**config.mk**
```make
export PLATFORM = sky130hd
export DESIGN_NAME = bus_rptr_chan
export DESIGN_NICKNAME = d
export VERILOG_FILES = /design/src/rtl/rptr_pkg.sv /design/src/rtl/rptr_lane.sv /design/src/rtl/rptr_pullstage.sv /design/src/rtl/bus_rptr_chan.sv
export SDC_FILE = /design/constraint.sdc
export NUM_CORES = 1
export LEC_CHECK = 0
export CAP_MARGIN = 20
export CORE_MARGIN = 2
export CORE_UTILIZATION = 54
export CTS_BUF_LIST = sky130_fd_sc_hd__clkbuf_8
export DETAILED_ROUTE_END_ITERATION = 7
export PLACE_DENSITY = 0.79
export SLEW_MARGIN = 40
export SYNTH_ARGS = -nofsm -noshare
export SYNTH_HDL_FRONTEND = slang
export SYNTH_HIERARCHICAL = 1
export SYNTH_SLANG_ARGS = --single-unit
```
**constraint.sdc**
```tcl
create_clock -name clk -period 1.6 [get_ports clk]
set_input_delay 0.24 -clock clk [delete_from_list [all_inputs] [get_ports clk]]
set_output_delay 0.24 -clock clk [all_outputs]
set_load 0.005 [all_outputs]
```
**src/rtl/rptr_pkg.sv**
```systemverilog
package rptr_pkg;

  typedef enum logic [2:0] {
    ST_IDLE,
    ST_CAPT,
    ST_HOLD,
    ST_DRIVE,
    ST_RECOV
  } rptr_st_e;

endpackage

```
**src/rtl/rptr_lane.sv**
```systemverilog
module rptr_lane
  import rptr_pkg::*;
#(
  parameter int HOLD_CYC = 4,
  parameter int REC_CYC  = 6
) (
  input  logic clk,
  input  logic rst_n,
  input  logic a_asrt,
  input  logic b_asrt,
  input  logic stb,
  output logic fwd,
  output logic recov,
  output logic src_b
);

  localparam int TMR_MAX = (HOLD_CYC > REC_CYC) ? HOLD_CYC : REC_CYC;
  localparam int TW      = $clog2(TMR_MAX + 1);
  localparam logic [TW-1:0] HOLD_LD = TW'(HOLD_CYC - 1);
  localparam logic [TW-1:0] REC_LD  = TW'(REC_CYC - 1);

  rptr_st_e        st_q, st_d;
  logic [TW-1:0]   tmr_q, tmr_d;
  logic            tmr_en;
  logic            src_q, src_d;
  logic            src_en;
  logic            src_asrt;

  // the active source is the side that owns the line
  assign src_asrt = src_q ? b_asrt : a_asrt;
  assign src_en   = (st_q == ST_IDLE);

  always_comb begin
    st_d   = st_q;
    tmr_d  = tmr_q;
    tmr_en = 1'b0;
    src_d  = src_q;
    unique case (st_q)
      ST_IDLE: begin
        if (a_asrt) begin
          st_d  = ST_CAPT;
          src_d = 1'b0;
        end else if (b_asrt) begin
          st_d  = ST_CAPT;
          src_d = 1'b1;
        end
      end
      ST_CAPT: begin
        if (stb) begin
          st_d   = ST_HOLD;
          tmr_d  = HOLD_LD;
          tmr_en = 1'b1;
        end
      end
      ST_HOLD: begin
        if (tmr_q == '0) begin
          st_d = ST_DRIVE;
        end else begin
          tmr_d  = tmr_q - TW'(1);
          tmr_en = 1'b1;
        end
      end
      ST_DRIVE: begin
        if (!src_asrt) begin
          st_d   = ST_RECOV;
          tmr_d  = REC_LD;
          tmr_en = 1'b1;
        end
      end
      ST_RECOV: begin
        if (tmr_q == '0) begin
          st_d = ST_IDLE;
        end else begin
          tmr_d  = tmr_q - TW'(1);
          tmr_en = 1'b1;
        end
      end
      default: st_d = ST_IDLE;
    endcase
  end

  always_ff @(posedge clk or negedge rst_n) begin
    if (!rst_n) st_q <= ST_IDLE;
    else        st_q <= st_d;
  end

  always_ff @(posedge clk or negedge rst_n) begin
    if (!rst_n)      tmr_q <= '0;
    else if (tmr_en) tmr_q <= tmr_d;
  end

  always_ff @(posedge clk or negedge rst_n) begin
    if (!rst_n)      src_q <= 1'b0;
    else if (src_en) src_q <= src_d;
  end

  assign fwd   = (st_q == ST_HOLD) || (st_q == ST_DRIVE);
  assign recov = (st_q == ST_RECOV);
  assign src_b = src_q;


  own_lock_chk: assert property (@(posedge clk) disable iff (!rst_n)
    (st_q != ST_IDLE) |=> $stable(src_q));


  strobe_wait_chk: assert property (@(posedge clk) disable iff (!rst_n)
    (st_q == ST_CAPT && !stb) |=> (st_q == ST_CAPT));


  recov_block_chk: assert property (@(posedge clk) disable iff (!rst_n)
    (st_q == ST_RECOV) |=> (st_q == ST_RECOV || st_q == ST_IDLE));

endmodule

```
**src/rtl/rptr_pullstage.sv**
```systemverilog
module rptr_pullstage (
  input  logic clk,
  input  logic rst_n,
  input  logic fwd,
  input  logic recov,
  input  logic src_b,
  output logic a_pd,
  output logic a_pu,
  output logic b_pd,
  output logic b_pu
);

  logic a_pd_d, a_pu_d, b_pd_d, b_pu_d;

  // load side is the one opposite the source
  always_comb begin
    a_pd_d = fwd   &  src_b;
    b_pd_d = fwd   & ~src_b;
    a_pu_d = recov &  src_b;
    b_pu_d = recov & ~src_b;
  end

  always_ff @(posedge clk or negedge rst_n) begin
    if (!rst_n) begin
      a_pd <= 1'b0;
      a_pu <= 1'b0;
      b_pd <= 1'b0;
      b_pu <= 1'b0;
    end else begin
      a_pd <= a_pd_d;
      a_pu <= a_pu_d;
      b_pd <= b_pd_d;
      b_pu <= b_pu_d;
    end
  end


  pd_pu_excl_chk: assert property (@(posedge clk) disable iff (!rst_n)
    !(a_pd && a_pu) && !(b_pd && b_pu));


  no_backfeed_chk: assert property (@(posedge clk) disable iff (!rst_n)
    !((a_pd || a_pu) && (b_pd || b_pu)));


  hold_min_chk: assert property (@(posedge clk) disable iff (!rst_n)
    $rose(b_pd) |=> b_pd);

endmodule

```
**src/rtl/bus_rptr_chan.sv**
```systemverilog
module bus_rptr_chan #(
  parameter int WIDTH    = 9,
  parameter int HOLD_CYC = 4,
  parameter int REC_CYC  = 6
) (
  input  logic             clk,
  input  logic             rst_n,
  input  logic [WIDTH-1:0] a_in,
  input  logic [WIDTH-1:0] b_in,
  input  logic             xfer_stb,
  output logic [WIDTH-1:0] a_pd_en,
  output logic [WIDTH-1:0] a_pu_en,
  output logic [WIDTH-1:0] b_pd_en,
  output logic [WIDTH-1:0] b_pu_en
);

  logic [WIDTH-1:0] fwd_w, recov_w, src_b_w;

  for (genvar i = 0; i < WIDTH; i++) begin : g_line
    rptr_lane #(
      .HOLD_CYC(HOLD_CYC),
      .REC_CYC (REC_CYC)
    ) u_lane (
      .clk   (clk),
      .rst_n (rst_n),
      .a_asrt(~a_in[i]),
      .b_asrt(~b_in[i]),
      .stb   (xfer_stb),
      .fwd   (fwd_w[i]),
      .recov (recov_w[i]),
      .src_b (src_b_w[i])
    );

    rptr_pullstage u_pull (
      .clk  (clk),
      .rst_n(rst_n),
      .fwd  (fwd_w[i]),
      .recov(recov_w[i]),
      .src_b(src_b_w[i]),
      .a_pd (a_pd_en[i]),
      .a_pu (a_pu_en[i]),
      .b_pd (b_pd_en[i]),
      .b_pu (b_pu_en[i])
    );
  end

endmodule

```
# Yosys cells after proc, flatten, opt, wreduce, memory -nomap -nowiden
# Index checks and enable logic that the tools add are counted.
# W data, S select, Z words.
[op_classes]
bitwise = 63
mux = 138
reduce_logical = 72
add_sub_neg = 9
n_eq_ne = 99
[ops]
columns = ["op", "count"]
rows = [
  ["$mux W3", 65],
  ["$pmux W3 S5", 9],
  ["$ne A2 B2 Y1 const B", 45],
  ["$reduce_and A5 Y1", 18],
  ["$pmux W3 S3", 9],
  ["$eq A3 B2 Y1 const B", 18],
  ["$logic_not A3 Y1", 18],
  ["$mux W1", 46],
  ["$and A1 B1 Y1", 36],
  ["$eq A3 B1 Y1 const B", 9],
  ["$eq A3 B3 Y1 const B", 9],
  ["$ne A3 B3 Y1 const B", 9],
  ["$not A1 Y1", 27],
  ["$pmux W1 S3", 9],
  ["$reduce_bool A3 Y1", 9],
  ["$sub A3 B1 Y3 const B", 9],
  ["$ne A2 B1 Y1 const B", 9],
  ["$reduce_and A2 Y1", 9],
  ["$reduce_or A2 Y1", 9],
  ["$logic_or A1 B1 Y1", 9],
]
[totals]
out_inout_bits = 36
elab_cells = 444
reg_bits = 99
in_bits = 21

# Logic depth before layout (Yosys ltp)
[logic_depth]
word_depth = 5
ltp_mapped = 7
mapped_depth_nobuf = 7

# By module
# Netlist, hierarchy kept.
[modules_own_cells]
columns = ["mod", "instances", "area_per_inst_um2", "seq_area_each_um2", "cells_each"]
rows = [
  ["rptr_lane at g_line[4].u_lane ...", 5, 474.2, 175.2, 48],
  ["rptr_lane at g_line[0].u_lane ...", 3, 511.7, 175.2, 54],
  ["rptr_pullstage", 9, 125.1, 100.1, 8],
  ["rptr_lane at g_line[3].u_lane", 1, 484.2, 175.2, 46],
  ["bus_rptr_chan", 1, 67.6, 0.0, 18],
]

# Least setup slack after synthesis
# OpenSTA, ideal clock, no wires.
[synth_timing]
path_type = "reg-to-reg"
from = "reg g_line[3].u_lane.tmr_q[0]"
to = "reg g_line[3].u_lane.tmr_q[0]"
t_required_ns = 1.475
path_slack_ns = -0.006
stages_incl_launch_ff = 8
path_buffers = 0
t_arrival_ns = 1.481
period_less_slack_ns = 1.606
setup_time_ns = 0.125
cell_sequence = "dfrtp_1 -> inv_1 -> ha_1 -> ha_1 -> nand2b_1 -> a21oi_1 -> o21ai_4 -> mux2_4"
[synth_via]
elab_chain_cells = 4
elab_cells_between_ends = 8
cone_classes = "add/sub (1); eq/ne (1); mux (4); reduce/logical (2)"
[synth_rtl]
columns = ["item", "line", "text"]
rows = [
  ["from (decl)", "rptr_lane.sv:23", "logic [TW-1:0] tmr_q, tmr_d;"],
  ["from (signal assigned)", "rptr_lane.sv:89", "else if (tmr_en) tmr_q <= tmr_d;"],
  ["parallel branches: the longest is 4 deep, another holds $sub A3 B1 Y3", "n/a", ""],
]
# Parallel ways; which one is timed is not known. The select of a mux whose other input is x is not followed.
# A chain may end at the register's enable or synchronous reset.

# Final worst setup path
[layout_timing]
from = "reg g_line[1].u_lane.tmr_q[0]"
to = "reg g_line[1].u_lane.tmr_q[2]"
[layout_via]
elab_chain_cells = 4
elab_cells_between_ends = 8
cone_classes = "add/sub (1); eq/ne (1); mux (4); reduce/logical (2)"
[layout_rtl]
columns = ["item", "line"]
rows = [
  ["from (decl)", "rptr_lane.sv:23"],
  ["from (signal assigned)", "rptr_lane.sv:89"],
  ["parallel branches: the longest is 4 deep, another holds $sub A3 B1 Y3", "n/a"],
]
# Parallel ways; which one is timed is not known. The select of a mux whose other input is x is not followed.

==> metrics.md <==
| Metric | Value |
|---|---|
| Critical Path Sink | `g_line[1].u_lane/tmr_q[2]$_DFFE_PN0P_` |
| Clock transition at path regs | `0.10 ns` |
| Core Region | `10200 µm²` |
| Async S/R FF share, synth | `1.00` |
| Nature of the critical path startpoint | `flip-flop` |
| Gate power share | `0.538` |
| Max Cap Viol | `0` |
| GP Congestion | `0.887` |
| Total CTS buffers | `9` |
| PwrDens | `1900 nW/µm²` |
| # diodes | `0` |
| Worst reg-to-reg path cell count | `7` |
| Initial antenna violation count | `0` |
| Clk network pwr share | `0.120` |
| Pre-antenna DRT Iters | `6` |
| Crit path kind | `flip-flop to flip-flop` |
| Setup-failing EPs final | `0` |
| Layout Utilization | `0.697` |
| CP Max Fanout | `5` |
| Worst slew pin tran | `0.445 ns` |
| Starting DRT DRC Count | `167` |
| RSZ-0062 raised after global routing | `yes` |
| Max rail drop VDD | `0.770 mV` |
| Post-route ant nets | `0` |
| FF-to-FF Start | `g_line[1].u_lane/tmr_q[0]$_DFFE_PN0P_` |
| Initial Util | `0.548` |
| Vias in the first global route | `4198` |
| Post-DP Area | `6550 µm²` |
| H-tree levels | `3` |
| Hold Fails Final Rpt | `0` |
| Sw frac | `0.399` |
| Switching pwr | `5390 µW` |
| Clock Skews | `0.0118 ns` |
| Element type at the critical path end | `flip-flop` |
| IO Pins | `57` |
| Internal | `8130 µW` |
| DRT Wirelength | `11.2 mm` |
| Standard-cell row count | `37` |
| DP Wirelength | `7.73 mm` |
| Worst R2R End | `g_line[1].u_lane/tmr_q[2]$_DFFE_PN0P_` |
| Sequential power share | `0.342` |
| DRC | `0` |
| Hold Path Class | `input pin to asynchronous set/reset pin` |
| Crit path DAT | `1.85 ns` |
| Max Clk Rate | `0.630 GHz` |
| Die Y-Extent | `106 µm` |
| CTS tree | `yes` |
| Fin. max-slew vios | `0` |
| Cells after Synth | `538` |
| Global-route wire length before repair | `18.5 mm` |
| Final #Nets | `691` |
| Run status | `finished, final reports clean` |
| Tcrit/Tclk final | `0.992` |
| Post-synthesis sequential area ratio | `0.444` |
| Post-Synthesis Cell Area | `5580 µm²` |
| Synth Flop Type | `dfrtp_1` |
| Netlist cell types | `53` |
| Aggregate global-route resource usage | `0.202` |
| Die W | `106 µm` |
| Via count | `4280` |
| Syn nets | `577` |
| Ranking of synthesized cells by area | `dfrtp_1, ha_1, a21oi_1` |
| Design area | `7100 µm²` |
| # port buffers | `56` |
| Grt total ovfl | `0` |
| EDFF count, synth | `0` |
| Synth top area share | `0.444` |
| CP Launch Point | `g_line[1].u_lane/tmr_q[0]$_DFFE_PN0P_` |
| Largest net degree at the start of global routing | `40` |
| Top cell type by total area after synthesis | `dfrtp_1` |
| Die area | `11200 µm²` |
| Clock sink total | `99` |
| Area grow syn2layout | `27.2%` |
| Synthesized area per cell | `10.4 µm²` |
| Avg WL per Cell | `14.1 µm` |
| Layout cells sized above 1 | `0.285` |
| Yosys warns | `6` |
| Synthesized flop and latch total | `99` |
| Clock root buffer | `clkbuf_8` |
| Tmin final | `1.59 ns` |
| CTS max path bufs | `2` |
| Slew HR | `0.699` |
| Critical Path RT | `1.86 ns` |
| Worst reg2reg setup slack | `0.01 ns` |
| LEAKAGE | `0.00330 µW` |
| Routed vias/inst | `5.40` |
| Worst skew pair latency | `0.37 ns` |
[placed cells by master, fill, tap and decap left out, types with 7 or more instances in the layout]
cell type        instances
mux2_4                   7
clkdlybuf4s50_1         55
inv_1                   43
mux2i_1                 20
a21oi_1                 41
a211oi_1                 7
nor4_2                   8
o21ai_0                 10
nand2_1                 34
nor2b_1                 25
buf_4                   66
inv_2                    9
nor3_1                  28
nor2b_4                  9
and2_1                  23
ha_1                    13
clkbuf_8                 9
nor2_1                  20
dfrtp_1                 94
[power by group through the flow]
stage | Sequential [µW] | Clock [µW] | Combinational (µW)
CTS | 4510 | 1680 | 6580
global route | 4780 | 1780 | 7960
global placement | 4490 | 0 | 6220
finish | 4620 | 1630 | 7270
detailed placement | 4550 | 0 | 6490
floorplan | 4080 | 0 | 5150
[synthesized netlist by cell type (all sizes together) (4+ instances only)]
cell and number:
a22o 7, and3 6, and2b 7, a21oi 43
nor2b 35, o21ba 5, inv 52, buf 22
a211oi 8, o22ai 4, nor3b 5, a31oi 5
nor4b 5, nand2b 4, xnor2 5, a21o 5
nand2 34, o21a 5, nor2 20, nor3 33
mux2 17, o41ai 5, and2 26, nor4 8
o21ai 11, and4 5, dfrtp 99, ha 18
mux2i 21
[cell type report]
| cell class | count | area (µm²) |
|---|---|---|
| Inverter | 52 | 195 |
| Clock inverter | 7 | 77.6 |
| Timing Repair Buffer | 125 | 1120 |
| Fill cell | 725 | 3080 |
| Multi-Input combinational cell | 365 | 2940 |
| Clock buffer | 9 | 124 |
| Tap cell | 136 | 170 |
| Sequential cell | 99 | 2480 |
[cells by family (layout without fill, tap and decap cells)]
logic type | after synthesis | after routing | synth area share
AO/OA/AOI/OAI | 110 | 110 | 0.138
buffers and inverters | 74 | 193 | 0.0719
flip-flops | 99 | 99 | 0.444
adder cells (fa/ha/maj) | 18 | 18 | 0.0403
AND/OR/NAND/NOR | 193 | 193 | 0.220
multiplexers | 38 | 38 | 0.0766
XOR/XNOR | 6 | 6 | 0.00941
[timing repair]
action,4_1_cts,5_1_grt
resized for setup,3,51
buffers inserted,4,11
endpoints found under the setup margin,5,17
pin swaps,4,17
hold buffers,1,0
endpoints found under the hold margin,26,0
[state kept, by name, summed over array words and instances (netlist names)]
signal,count
g_line.u_pull/a_pu,9
g_line.u_lane/st_q,27
g_line.u_lane/src_b,9
g_line.u_pull/b_pd,9
g_line.u_pull/a_pd,9
g_line.u_lane/tmr_q,27
g_line.u_pull/b_pu,9
[worst max-delay path, stage by stage (launching register included)]
cell and delay [ns]:
dfrtp_1 0.41, inv_2 0.09, ha_4 0.15, nand2b_4 0.06, a22oi_2 0.20, o22ai_4 0.12
and3_4 0.19, nor4_2 0.27
[worst min path at each step]
stage | depth (start not counted) | end | slack [ns]
floorplan | 0 | g_line[0].u_lane/src_b$_DFFE_PN0P_ | -0.06
global placement | 1 | g_line[4].u_pull/a_pu$_DFF_PN0_ | 0.19
detailed placement | 1 | g_line[4].u_pull/b_pu$_DFF_PN0_ | 0.20
CTS | 2 | g_line[4].u_pull/b_pu$_DFF_PN0_ | 0.33
global route | 2 | g_line[4].u_lane/tmr_q[1]$_DFFE_PN0P_ | 0.35
finish | 2 | g_line[4].u_pull/b_pu$_DFF_PN0_ | 0.34
[per-stage QoR]
step	instances	power, µW	hold slack, ns	setup TNS [ns]	setup slack (ns)
after floorplan	538	9220	-0.0556	0	0.0380
after global placement	761	10700	0.192	-2.78	-0.213
after detailed placement	761	11000	0.197	-3.49	-0.231
after CTS	782	12800	0.335	-0.00484	-0.00484
after global routing	793	14500	0.351	-0.149	-0.0451
final	793	13500	0.335	0	0.0126
[routing by layer]
metal	vias to the layer above	GRT usage	routed length [µm]
li1	2094	-	-
met1	2084	0.258	5030
met2	91	0.343	5530
met3	11	0.0371	467
met4	0	0.0752	119
met5	-	0	0
Note: power is estimated with default switching activity, not from simulation.
